<file path="src/rtl/disp_irq_pkg.sv">
package disp_irq_pkg;

   localparam int unsigned REG_W     = 32;
   localparam int unsigned EN_SHIFT  = 16;
   localparam int unsigned GATED_N   = 15;

   localparam logic [REG_W-1:0] PST_STATUS_M = 32'h8000_FFFF;
   localparam logic [REG_W-1:0] PST_ENABLE_M = 32'h7FFF_0000;

   typedef enum logic {
      IRQ_LEVEL = 1'b0,
      IRQ_MSG   = 1'b1
   } irq_mode_e;

   function automatic logic pst_summary(input logic [REG_W-1:0] st,
                                        input logic [REG_W-1:0] en);
      return |(st[GATED_N-1:0] & en[EN_SHIFT+GATED_N-1:EN_SHIFT]);
   endfunction

endpackage

</file>
<file path="src/rtl/disp_pipe_stat.sv">
module disp_pipe_stat
   import disp_irq_pkg::*;
(
   input  logic             clk,
   input  logic             rst_n,
   input  logic             wr_en,
   input  logic [REG_W-1:0] wdata,
   input  logic [REG_W-1:0] evt,
   output logic [REG_W-1:0] reg_q,
   output logic             rise
);

   logic [REG_W-1:0] en_q;
   logic [REG_W-1:0] st_q;
   logic [REG_W-1:0] evt_m;
   logic [REG_W-1:0] clr_m;
   logic             summary;
   logic             summary_q;

   assign evt_m   = evt & PST_STATUS_M;
   assign clr_m   = wr_en ? (wdata & PST_STATUS_M) : '0;
   assign summary = pst_summary(st_q, en_q);

   always_ff @(posedge clk) begin
      if (!rst_n) begin
         en_q      <= '0;
         st_q      <= '0;
         summary_q <= 1'b0;
      end else begin
         if (wr_en) en_q <= wdata & PST_ENABLE_M;
         st_q      <= (st_q & ~clr_m) | evt_m;
         summary_q <= summary;
      end
   end

   assign rise  = summary & ~summary_q;
   assign reg_q = en_q | st_q;

   // an event always leaves its status bit set, even against a clear
   p_status_sticky_r2 : assert property (@(posedge clk) disable iff (!rst_n)
      (|evt_m) |=> ((st_q & $past(evt_m)) == $past(evt_m)));

   // the edge into the identity register lasts one cycle only
   p_rise_single_r4 : assert property (@(posedge clk) disable iff (!rst_n)
      rise |=> !rise);

   // enable field unchanged unless written
   p_enable_hold_r3 : assert property (@(posedge clk) disable iff (!rst_n)
      !wr_en |=> $stable(en_q));

endmodule

</file>
<file path="src/rtl/disp_hp_stat.sv">
module disp_hp_stat #(
   parameter int unsigned HP_W = 8
) (
   input  logic            clk,
   input  logic            rst_n,
   input  logic            wr_en_en,
   input  logic            wr_st,
   input  logic [HP_W-1:0] wdata,
   input  logic [HP_W-1:0] evt,
   output logic [HP_W-1:0] en_q,
   output logic [HP_W-1:0] st_q,
   output logic            pending
);

   logic [HP_W-1:0] clr_m;

   assign clr_m = wr_st ? wdata : '0;

   always_ff @(posedge clk) begin
      if (!rst_n) begin
         en_q <= '0;
         st_q <= '0;
      end else begin
         if (wr_en_en) en_q <= wdata;
         st_q <= (st_q & ~clr_m) | evt;
      end
   end

   assign pending = |(st_q & en_q);

   // hotplug events are never lost to a simultaneous clear
   p_hp_sticky_r5 : assert property (@(posedge clk) disable iff (!rst_n)
      (|evt) |=> ((st_q & $past(evt)) == $past(evt)));

   // status only drops through a write
   p_hp_clear_by_write_r5 : assert property (@(posedge clk) disable iff (!rst_n)
      !wr_st |=> ((st_q & $past(st_q)) == $past(st_q)));

endmodule

</file>
<file path="src/rtl/disp_irq_core.sv">
module disp_irq_core
   import disp_irq_pkg::*;
#(
   parameter irq_mode_e MODE = IRQ_LEVEL
) (
   input  logic             clk,
   input  logic             rst_n,
   input  logic [REG_W-1:0] set_req,
   input  logic             wr_iir,
   input  logic             wr_imr,
   input  logic             wr_ier,
   input  logic [REG_W-1:0] wdata,
   output logic [REG_W-1:0] iir_q,
   output logic [REG_W-1:0] imr_q,
   output logic [REG_W-1:0] ier_q,
   output logic             irq_o
);

   logic [REG_W-1:0] set_vec;
   logic [REG_W-1:0] clr_vec;
   logic             any_act;

   assign set_vec = set_req & ~imr_q;
   assign clr_vec = wr_iir ? wdata : '0;
   assign any_act = |(iir_q & ier_q);

   always_ff @(posedge clk) begin
      if (!rst_n) begin
         iir_q <= '0;
         imr_q <= '1;
         ier_q <= '0;
      end else begin
         iir_q <= (iir_q & ~clr_vec) | set_vec;
         if (wr_imr) imr_q <= wdata;
         if (wr_ier) ier_q <= wdata;
      end
   end

   generate
      if (MODE == IRQ_LEVEL) begin : g_level
         assign irq_o = any_act;

         // a fresh rise of the line needs an enabled pending bit
         p_level_rise_r8 : assert property (@(posedge clk) disable iff (!rst_n)
            $rose(irq_o) |-> ((iir_q & ier_q) != '0));
      end else begin : g_msg
         logic any_q;
         always_ff @(posedge clk) begin
            if (!rst_n) any_q <= 1'b0;
            else        any_q <= any_act;
         end
         assign irq_o = any_act & ~any_q;

         // a message is a single-cycle pulse
         p_msg_one_cycle_r9 : assert property (@(posedge clk) disable iff (!rst_n)
            irq_o |=> !irq_o);
      end
   endgenerate

   // masked sources never appear as new identity bits
   p_iir_masked_r7 : assert property (@(posedge clk) disable iff (!rst_n)
      ((iir_q & ~$past(iir_q) & $past(imr_q)) == '0));

   // identity bits appear only from a set request
   p_iir_cause_r7 : assert property (@(posedge clk) disable iff (!rst_n)
      ((iir_q & ~$past(iir_q) & ~$past(set_req)) == '0));

endmodule

</file>
<file path="src/rtl/disp_irq_agg.sv">
module disp_irq_agg
   import disp_irq_pkg::*;
#(
   parameter int unsigned ADDR_W       = 8,
   parameter int unsigned NUM_PIPES    = 2,
   parameter int unsigned HP_W         = 8,
   parameter int unsigned NUM_EXT      = 4,
   parameter int unsigned PIPE_IIR_LSB = 4,
   parameter int unsigned HP_IIR_BIT   = 7,
   parameter int unsigned OFS_IIR      = 'h00,
   parameter int unsigned OFS_IMR      = 'h04,
   parameter int unsigned OFS_IER      = 'h08,
   parameter int unsigned OFS_HP_EN    = 'h10,
   parameter int unsigned OFS_HP_ST    = 'h14,
   parameter int unsigned OFS_PIPE     = 'h20,
   parameter int unsigned PIPE_STRIDE  = 'h04,
   parameter irq_mode_e   MODE         = IRQ_LEVEL
) (
   input  logic                        clk,
   input  logic                        rst_n,
   input  logic                        reg_wr_en,
   input  logic [ADDR_W-1:0]           reg_addr,
   input  logic [REG_W-1:0]            reg_wdata,
   output logic [REG_W-1:0]            reg_rdata,
   input  logic [NUM_PIPES*REG_W-1:0]  pipe_evt_i,
   input  logic [HP_W-1:0]             hp_evt_i,
   input  logic [NUM_EXT-1:0]          ext_evt_i,
   output logic                        irq_o
);

   localparam logic [ADDR_W-1:0] A_IIR   = ADDR_W'(OFS_IIR);
   localparam logic [ADDR_W-1:0] A_IMR   = ADDR_W'(OFS_IMR);
   localparam logic [ADDR_W-1:0] A_IER   = ADDR_W'(OFS_IER);
   localparam logic [ADDR_W-1:0] A_HP_EN = ADDR_W'(OFS_HP_EN);
   localparam logic [ADDR_W-1:0] A_HP_ST = ADDR_W'(OFS_HP_ST);
   localparam int unsigned       PIPE_TOP = OFS_PIPE + NUM_PIPES * PIPE_STRIDE;

   // elaboration-time parameter checks
   if (NUM_PIPES < 1 || NUM_EXT < 1) begin : g_chk_counts
      $error("disp_irq_agg: NUM_PIPES and NUM_EXT must be at least 1");
   end
   if (HP_W < 1 || HP_W > REG_W) begin : g_chk_hp
      $error("disp_irq_agg: HP_W out of range");
   end
   if (PIPE_IIR_LSB < NUM_EXT || HP_IIR_BIT < PIPE_IIR_LSB + NUM_PIPES
       || HP_IIR_BIT >= REG_W) begin : g_chk_bits
      $error("disp_irq_agg: identity bit assignment overlaps or overflows");
   end
   if (PIPE_TOP > (1 << ADDR_W)) begin : g_chk_addr
      $error("disp_irq_agg: pipe registers exceed address space");
   end

   logic [NUM_PIPES-1:0] pipe_hit;
   logic [NUM_PIPES-1:0] pipe_rise;
   logic [REG_W-1:0]     pipe_reg [NUM_PIPES];
   logic [HP_W-1:0]      hp_en_q;
   logic [HP_W-1:0]      hp_st_q;
   logic                 hp_pend;
   logic [REG_W-1:0]     set_req;
   logic [REG_W-1:0]     iir_q;
   logic [REG_W-1:0]     imr_q;
   logic [REG_W-1:0]     ier_q;

   genvar gp;
   generate
      for (gp = 0; gp < NUM_PIPES; gp++) begin : g_pipe
         assign pipe_hit[gp] = (reg_addr == ADDR_W'(OFS_PIPE + gp * PIPE_STRIDE));

         disp_pipe_stat u_pst (
            .clk   (clk),
            .rst_n (rst_n),
            .wr_en (reg_wr_en & pipe_hit[gp]),
            .wdata (reg_wdata),
            .evt   (pipe_evt_i[gp*REG_W +: REG_W]),
            .reg_q (pipe_reg[gp]),
            .rise  (pipe_rise[gp])
         );
      end
   endgenerate

   disp_hp_stat #(.HP_W(HP_W)) u_hp (
      .clk      (clk),
      .rst_n    (rst_n),
      .wr_en_en (reg_wr_en && reg_addr == A_HP_EN),
      .wr_st    (reg_wr_en && reg_addr == A_HP_ST),
      .wdata    (reg_wdata[HP_W-1:0]),
      .evt      (hp_evt_i),
      .en_q     (hp_en_q),
      .st_q     (hp_st_q),
      .pending  (hp_pend)
   );

   always_comb begin
      set_req                  = '0;
      set_req[NUM_EXT-1:0]     = ext_evt_i;
      for (int p = 0; p < NUM_PIPES; p++) begin
         set_req[PIPE_IIR_LSB + p] = pipe_rise[p];
      end
      set_req[HP_IIR_BIT]      = hp_pend;
   end

   disp_irq_core #(.MODE(MODE)) u_core (
      .clk     (clk),
      .rst_n   (rst_n),
      .set_req (set_req),
      .wr_iir  (reg_wr_en && reg_addr == A_IIR),
      .wr_imr  (reg_wr_en && reg_addr == A_IMR),
      .wr_ier  (reg_wr_en && reg_addr == A_IER),
      .wdata   (reg_wdata),
      .iir_q   (iir_q),
      .imr_q   (imr_q),
      .ier_q   (ier_q),
      .irq_o   (irq_o)
   );

   always_comb begin
      reg_rdata = '0;
      if (reg_addr == A_IIR)        reg_rdata = iir_q;
      else if (reg_addr == A_IMR)   reg_rdata = imr_q;
      else if (reg_addr == A_IER)   reg_rdata = ier_q;
      else if (reg_addr == A_HP_EN) reg_rdata[HP_W-1:0] = hp_en_q;
      else if (reg_addr == A_HP_ST) reg_rdata[HP_W-1:0] = hp_st_q;
      for (int p = 0; p < NUM_PIPES; p++) begin
         if (pipe_hit[p]) reg_rdata = pipe_reg[p];
      end
   end

   // a pipe identity bit appears only right after that pipe's summary rose
   p_pipe_bit_from_rise_r4 : assert property (@(posedge clk) disable iff (!rst_n)
      (iir_q[PIPE_IIR_LSB] && !$past(iir_q[PIPE_IIR_LSB])) |-> $past(pipe_rise[0]));

   // while hotplug is pending and unmasked, its identity bit is held
   p_hp_holds_r5 : assert property (@(posedge clk) disable iff (!rst_n)
      (hp_pend && !imr_q[HP_IIR_BIT]) |=> iir_q[HP_IIR_BIT]);

endmodule

</file>
<file path="config.mk">
export PLATFORM = sky130hd
export DESIGN_NAME = disp_irq_agg
export DESIGN_NICKNAME = d
export VERILOG_FILES = /design/src/rtl/disp_irq_pkg.sv /design/src/rtl/disp_pipe_stat.sv /design/src/rtl/disp_hp_stat.sv /design/src/rtl/disp_irq_core.sv /design/src/rtl/disp_irq_agg.sv
export SDC_FILE = /design/constraint.sdc
export NUM_CORES = 1
export LEC_CHECK = 0
export CAP_MARGIN = 10
export CORE_ASPECT_RATIO = 0.6
export CORE_MARGIN = 5
export CORE_UTILIZATION = 24
export CTS_CLUSTER_SIZE = 14
export DETAILED_ROUTE_END_ITERATION = 10
export PLACE_DENSITY = 0.54
export SKIP_LAST_GASP = 1
export SLEW_MARGIN = 20
export SYNTH_ARGS = -nofsm -noshare
export SYNTH_HDL_FRONTEND = slang
export SYNTH_SLANG_ARGS = --single-unit
export TNS_END_PERCENT = 5
</file>
<file path="constraint.sdc">
create_clock -name clk -period 1.83 [get_ports clk]
set_input_delay 0.183 -clock clk [delete_from_list [all_inputs] [get_ports clk]]
set_output_delay 0.183 -clock clk [all_outputs]
set_load 0.01 [all_outputs]
</file>
After elaboration in Yosys (flattened, before gate mapping)
Cells that the tools add are included.

cells by class
  equal/unequal tests = 6
  reductions and logical operators = 10
  multiplexer cells = 12
  bitwise logic cells = 26

operators with widths
  kind                count
  $mux 32             7
  $and 32x32->32      4
  $not 32->32         4
  $or 32x32->32       3
  $or 31x32->32       2
  $and 8x32->32       1
  $mux 8              4
  $reduce_or 32->1    1
  $and 15x15->15      2
  $reduce_or 15->1    2
  $mux 24             1
  $and 8x8->8         2
  $eq 8x5->1 const B  2
  $eq 8x6->1 const B  2
  $eq 8x3->1 const B  1
  $eq 8x4->1 const B  1
  $logic_not 8->1     1
  $not 8->8           1
  $or 8x8->8          1
  $reduce_or 8->1     1
  $logic_and 1x1->1   5
  $and 1x1->1         4
  $not 1->1           2

storage, ports and cells
  flip-flop bits (word level) = 208

Logic depth before layout (Yosys ltp)
  depth after elaboration = 8
  mapped depth = 8
  mapped depth without buffers = 4

Hierarchy
From an unflattened synthesis, not the netlist that was laid out.

second synthesis, totals
  cell total of the unflattened synthesis = 977
  area total of the unflattened synthesis = 8,710.9 µm²

by module, submodules not included
  module          cells an instance  sequential area each (µm²)  area an instance (µm²)  instances
  disp_irq_core   394                1,921.8                     3,818.7                 1
  disp_pipe_stat  132                660.6                       1,291.2                 2
  disp_irq_agg    264                0.0                         1,684.1                 1
  disp_hp_stat    55                 320.3                       625.6                   1

Least setup slack after synthesis
OpenSTA, ideal clock, no wires.

  path type = input -> output
  start point = in reg_addr[2]
  end point = out reg_rdata[3]
  cell stages on the path = 6
  required time = 1.647 ns
  arrival = 1.490 ns
  path buffers = 2
  slack = 0.157 ns
  cell sequence = buf_6 > or4_1 > buf_2 > o21ai_0 > a221oi_1 > a211o_1

between the ends
  word-level cells in the longest chain between the ends = 8
  elaborated cells between the ends (all ways) = 14
  those cells by class = eq/ne: 6; mux: 7; reduce/logical: 1

ends and longest elaborated chain
  what             line                 source
  start, declared  disp_irq_agg.sv:22   input logic [ADDR_W-1:0] reg_addr,
  $eq 8x5->1       disp_irq_agg.sv:122  else if (reg_addr == A_HP_ST) reg_rdata[HP_W-1:0] = hp_st_q;
  $mux 8           disp_irq_agg.sv:122
  $mux 8           disp_irq_agg.sv:121  else if (reg_addr == A_HP_EN) reg_rdata[HP_W-1:0] = hp_en_q;
  $mux 8           disp_irq_agg.sv:120  else if (reg_addr == A_IER) reg_rdata = ier_q;
  $mux 32          disp_irq_agg.sv:119  else if (reg_addr == A_IMR) reg_rdata = imr_q;
  $mux 32          disp_irq_agg.sv:118  if (reg_addr == A_IIR) reg_rdata = iir_q;
  $mux 32          disp_irq_agg.sv:124  if (pipe_hit[p]) reg_rdata = pipe_reg[p];
  $mux 32 *        disp_irq_agg.sv:124
  end, declared    disp_irq_agg.sv:24   output logic [REG_W-1:0] reg_rdata,

Mark *: on every way between the ends. The rest lies on a longest branch, timed or not.

Final worst setup path
  start point = reg u_core.ier_q[16]
  end point = out irq_o

between the ends
  word-level cells in the longest chain between the ends = 2

ends and longest elaborated chain
  what                    line                 source
  start, declared         disp_irq_core.sv:15  output logic [REG_W-1:0] ier_q,
  start signal, assigned  disp_irq_core.sv:35  if (wr_ier) ier_q <= wdata;
  $and 32x32->32          disp_irq_core.sv:25  assign any_act = |(iir_q & ier_q);
  $reduce_or 32->1        disp_irq_core.sv:25
  end, declared           disp_irq_agg.sv:28   output logic irq_o

Every way passes these cells.

==> out/metrics.yaml <==
outcome: "complete, but fails checks"
remaining_drc_errors: 0
r2r-start: "g_pipe[0].u_pst.st_q[3]$_SDFF_PN0_"
diodes: 0
clock_path_buffers: 2
ir_worst_vdd_uv: 438.8
die_y_um: 154.4
utilization_pct: 36.30
grt_pass1_vias: 8416
p_clk_share_pct: 42.5
end_kind: "output pin"
hp-start: "rst_n"
synth_ff_type: "dfxtp_1"
worstPathArrival_ns: 1.98
synth.most_common_cell: "nand2_1"
internal_power_uw: 6378
dp_hpwl_um: 29540
worstPathCellList: "a22oi_2 > buf_4 > nand4_1 > or4_4 > buf_6"
synth_xor_xnor_area_share_pct: 0
viasPerCell: 5.140
net-switching-power_uw: 2263
core_sq_mm: 0.03403
p_comb_share_pct: 11.1
setup-violations-final: 34
crit_family: "simple AND/OR/NAND/NOR gates"
worst_slack_ns: -0.3339
die_w_um: 250.6
path_buf_inv: 2
cts_buffers: 17
max_slew_margin_pct: 62.45
seq_area_sq_mm: 0.003570
multi_input_area_sq_mm: 0.004372
htreeDepth: 4
yosys-top-cells-count: "nand2_1 (239), dfxtp_1 (178), a21boi_0 (70)"
cts_root_buf: "clkbuf_16"
synth_area_sq_mm: 0.008339
synth_top_family_by_area: "compound AO/OA/AOI/OAI gates"
drt_iter0_drc: 949
cts_num_sinks: 178
seq_power_share_pct: 46.5
rows: 52
yosysWarnings: 0
fillers: 3477
final_hold_viol_count: 0
yosys-top-cells-area: "dfxtp_1 (43%), nand2_1 (11%), a21boi_0 (6.3%)"
clkTransAtPathRegs_ns: 0.07
worst_pin_slew_ns: 0.5615
drv_cap: 0
syn_area_per_cell_sq_um: 8.298
fin_skew_ns: 0.006688
p_leak_uw: 0.004978
ys_seq_area_share_pct: 42.73
synthMuxAreaShare_pct: 1.320
grt_overflow: 0
pin_count: 152
drive_gt1_share_pct: 24.63
gp_congestion: 0.9397
violations: "negative setup slack"
syn_nets: 1124
period_share_pct: 118.2
grt_max_degree: 48
dpl.cell_count: 1680
async_flop_share_pct: 0
wire_per_inst_um: 22.77
synth_top_area_share_pct: 42.73
hp-class: "primary input to flip-flop"
ys_seq_elements: 178
cts_tree: "done"
slowest_stage: "or4_4"
via_count: 8975
grt_usage_pct: 19.84
synth.largest_area_cell: "dfxtp_1"
swShare_pct: 26.19
dieArea_sq_mm: 0.03870
synth_fa_ha_area_share_pct: 0
rsz0062_at_grt: "yes"
fin_nets: 1393
drtPass1Iterations: 5
period_needed_ns: 2.164
power_density_mw_per_mm2: 699.5
final-instance-count-excl-fill: 1746
worstSetupPathType: "flip-flop to output pin"
finalMaxSlewViolations: 0
crit_required_ns: 1.65
synth_compound_area_share_pct: 30.74
cp-startpoint: "u_core.ier_q[16]$_SDFFE_PN0P_"
synthCells: 1005
ant_nets: 0
port_buffers: 121
area_delta_synth_final_pct: 48.13
path_max_fanout: 2
max_freq_mhz: 462.1
max_stage_delay_ns: 0.50
synth-edff-count: 0
cts_hold_buf: 0
ys_types: 45
initial_core_util_pct: 24.51
cp-start-kind: "flip-flop"
antenna_found_initial: 1
yosys.area_share.simple_pct: 18.32
grt_first_pass_wirelength_um: 56990
fin_total_pwr_uw: 8641
clk_latency_ns: 0.45
wirelength_um: 39750
==> flip-flops by register name, summed over array words and instances, names as in the netlist <==
signal and cells:
u_hp.en_q 8, u_hp.st_q 8, u_core.iir_q 32, g_pipe.u_pst.summary_q 2, g_pipe.u_pst.st_q 34, u_core.ier_q 32
g_pipe.u_pst.en_q 30, u_core.imr_q 32
==> cell families (layout without fill, tap and decap cells) <==
logic type	count (synthesis)	count (layout)
buf+inv	121	403
compound gates	355	355
mux	11	11
flops	178	178
simple gates	340	340
==> area by class of cell <==
cell class	count	share of cell area (%)
Multi-Input combinational cell	706	35.39
Sequential cell	178	28.90
Inverter	37	1.124
Clock inverter	13	1.033
Clock buffer	19	3.667
Timing Repair Buffer	334	25.24
Tap cell	459	4.649
==> metal layers <==
layer | track usage [%] | vias to the layer above | routed length, um
met5 | 0 | - | 0
met1 | 29.95 | 4352 | 19070
met3 | 6.999 | 44 | 4384
met2 | 26.74 | 431 | 15610
met4 | 4.518 | 0 | 688
li1 | - | 4148 | -
==> metrics by stage <==
| stage | worst slack [ns] | hold WS [ns] | TNS [ns] | cell area, sq um |
|---|---|---|---|---|
| floorplan | 0.1570 | 0.2700 | 0 | 8339 |
| global placement | -0.9060 | 0.4503 | -99.90 | 11280 |
| detailed placement | -0.9433 | 0.4559 | -107.46 | 11280 |
| CTS | -0.3373 | 0.1961 | -7.482 | 12280 |
| global route | -0.3546 | 0.1953 | -7.088 | 12350 |
| finish | -0.3339 | 0.2061 | -3.823 | 12350 |
==> path summary, 6_finish.rpt <==
check | cells after the start | to | slack [ns]
worst max-delay path | 5 | irq_o | -0.33
worst min-delay path | 2 | u_hp.st_q[5]$_SDFF_PN0_ | 0.21
worst min register to register | 2 | u_core.imr_q[31]$_SDFFE_PN1P_ | 0.47
worst max register to register | 6 | u_core.iir_q[4]$_SDFF_PN0_ | 0.31
==> cells in the final DEF, fill, tap and decap left out, drive strengths merged, types with 31 or more instances in the layout <==
master / count
a21boi: 96
o21a: 32
a22oi: 48
buf: 236
inv: 40
o211ai: 31
a21oi: 31
clkdlybuf4s50: 79
nand3: 33
nand2: 239
o21ai: 33
dfxtp: 178
==> timing repair <==
action                                  CTS  global route
endpoints found under the setup margin  116           122
hold endpoints to repair                  0             0
pin swaps                                34             7
cloned                                    5             0
gates resized for setup                 177            25
setup buffers                            27             2
==> worst reg2reg max path, delay by kind of cell, from the launching register on <==
family,cells,cell delay [ns]
buffers and inverters,2,0.34
AOI/OAI and AO/OA,3,0.68
DFF,1,0.32
and+or+nand+nor,1,0.07
==> power by group through the flow <==
stage,registers [uW],clock network [uW],logic [uW]
floorplan,4060,0,306
global placement,4100,0,865
detailed placement,4100,0,871
CTS,4010,3730,928
global route,4020,3920,997
finish,4010,3670,957
No activity file was read; power rests on OpenSTA's default activity.
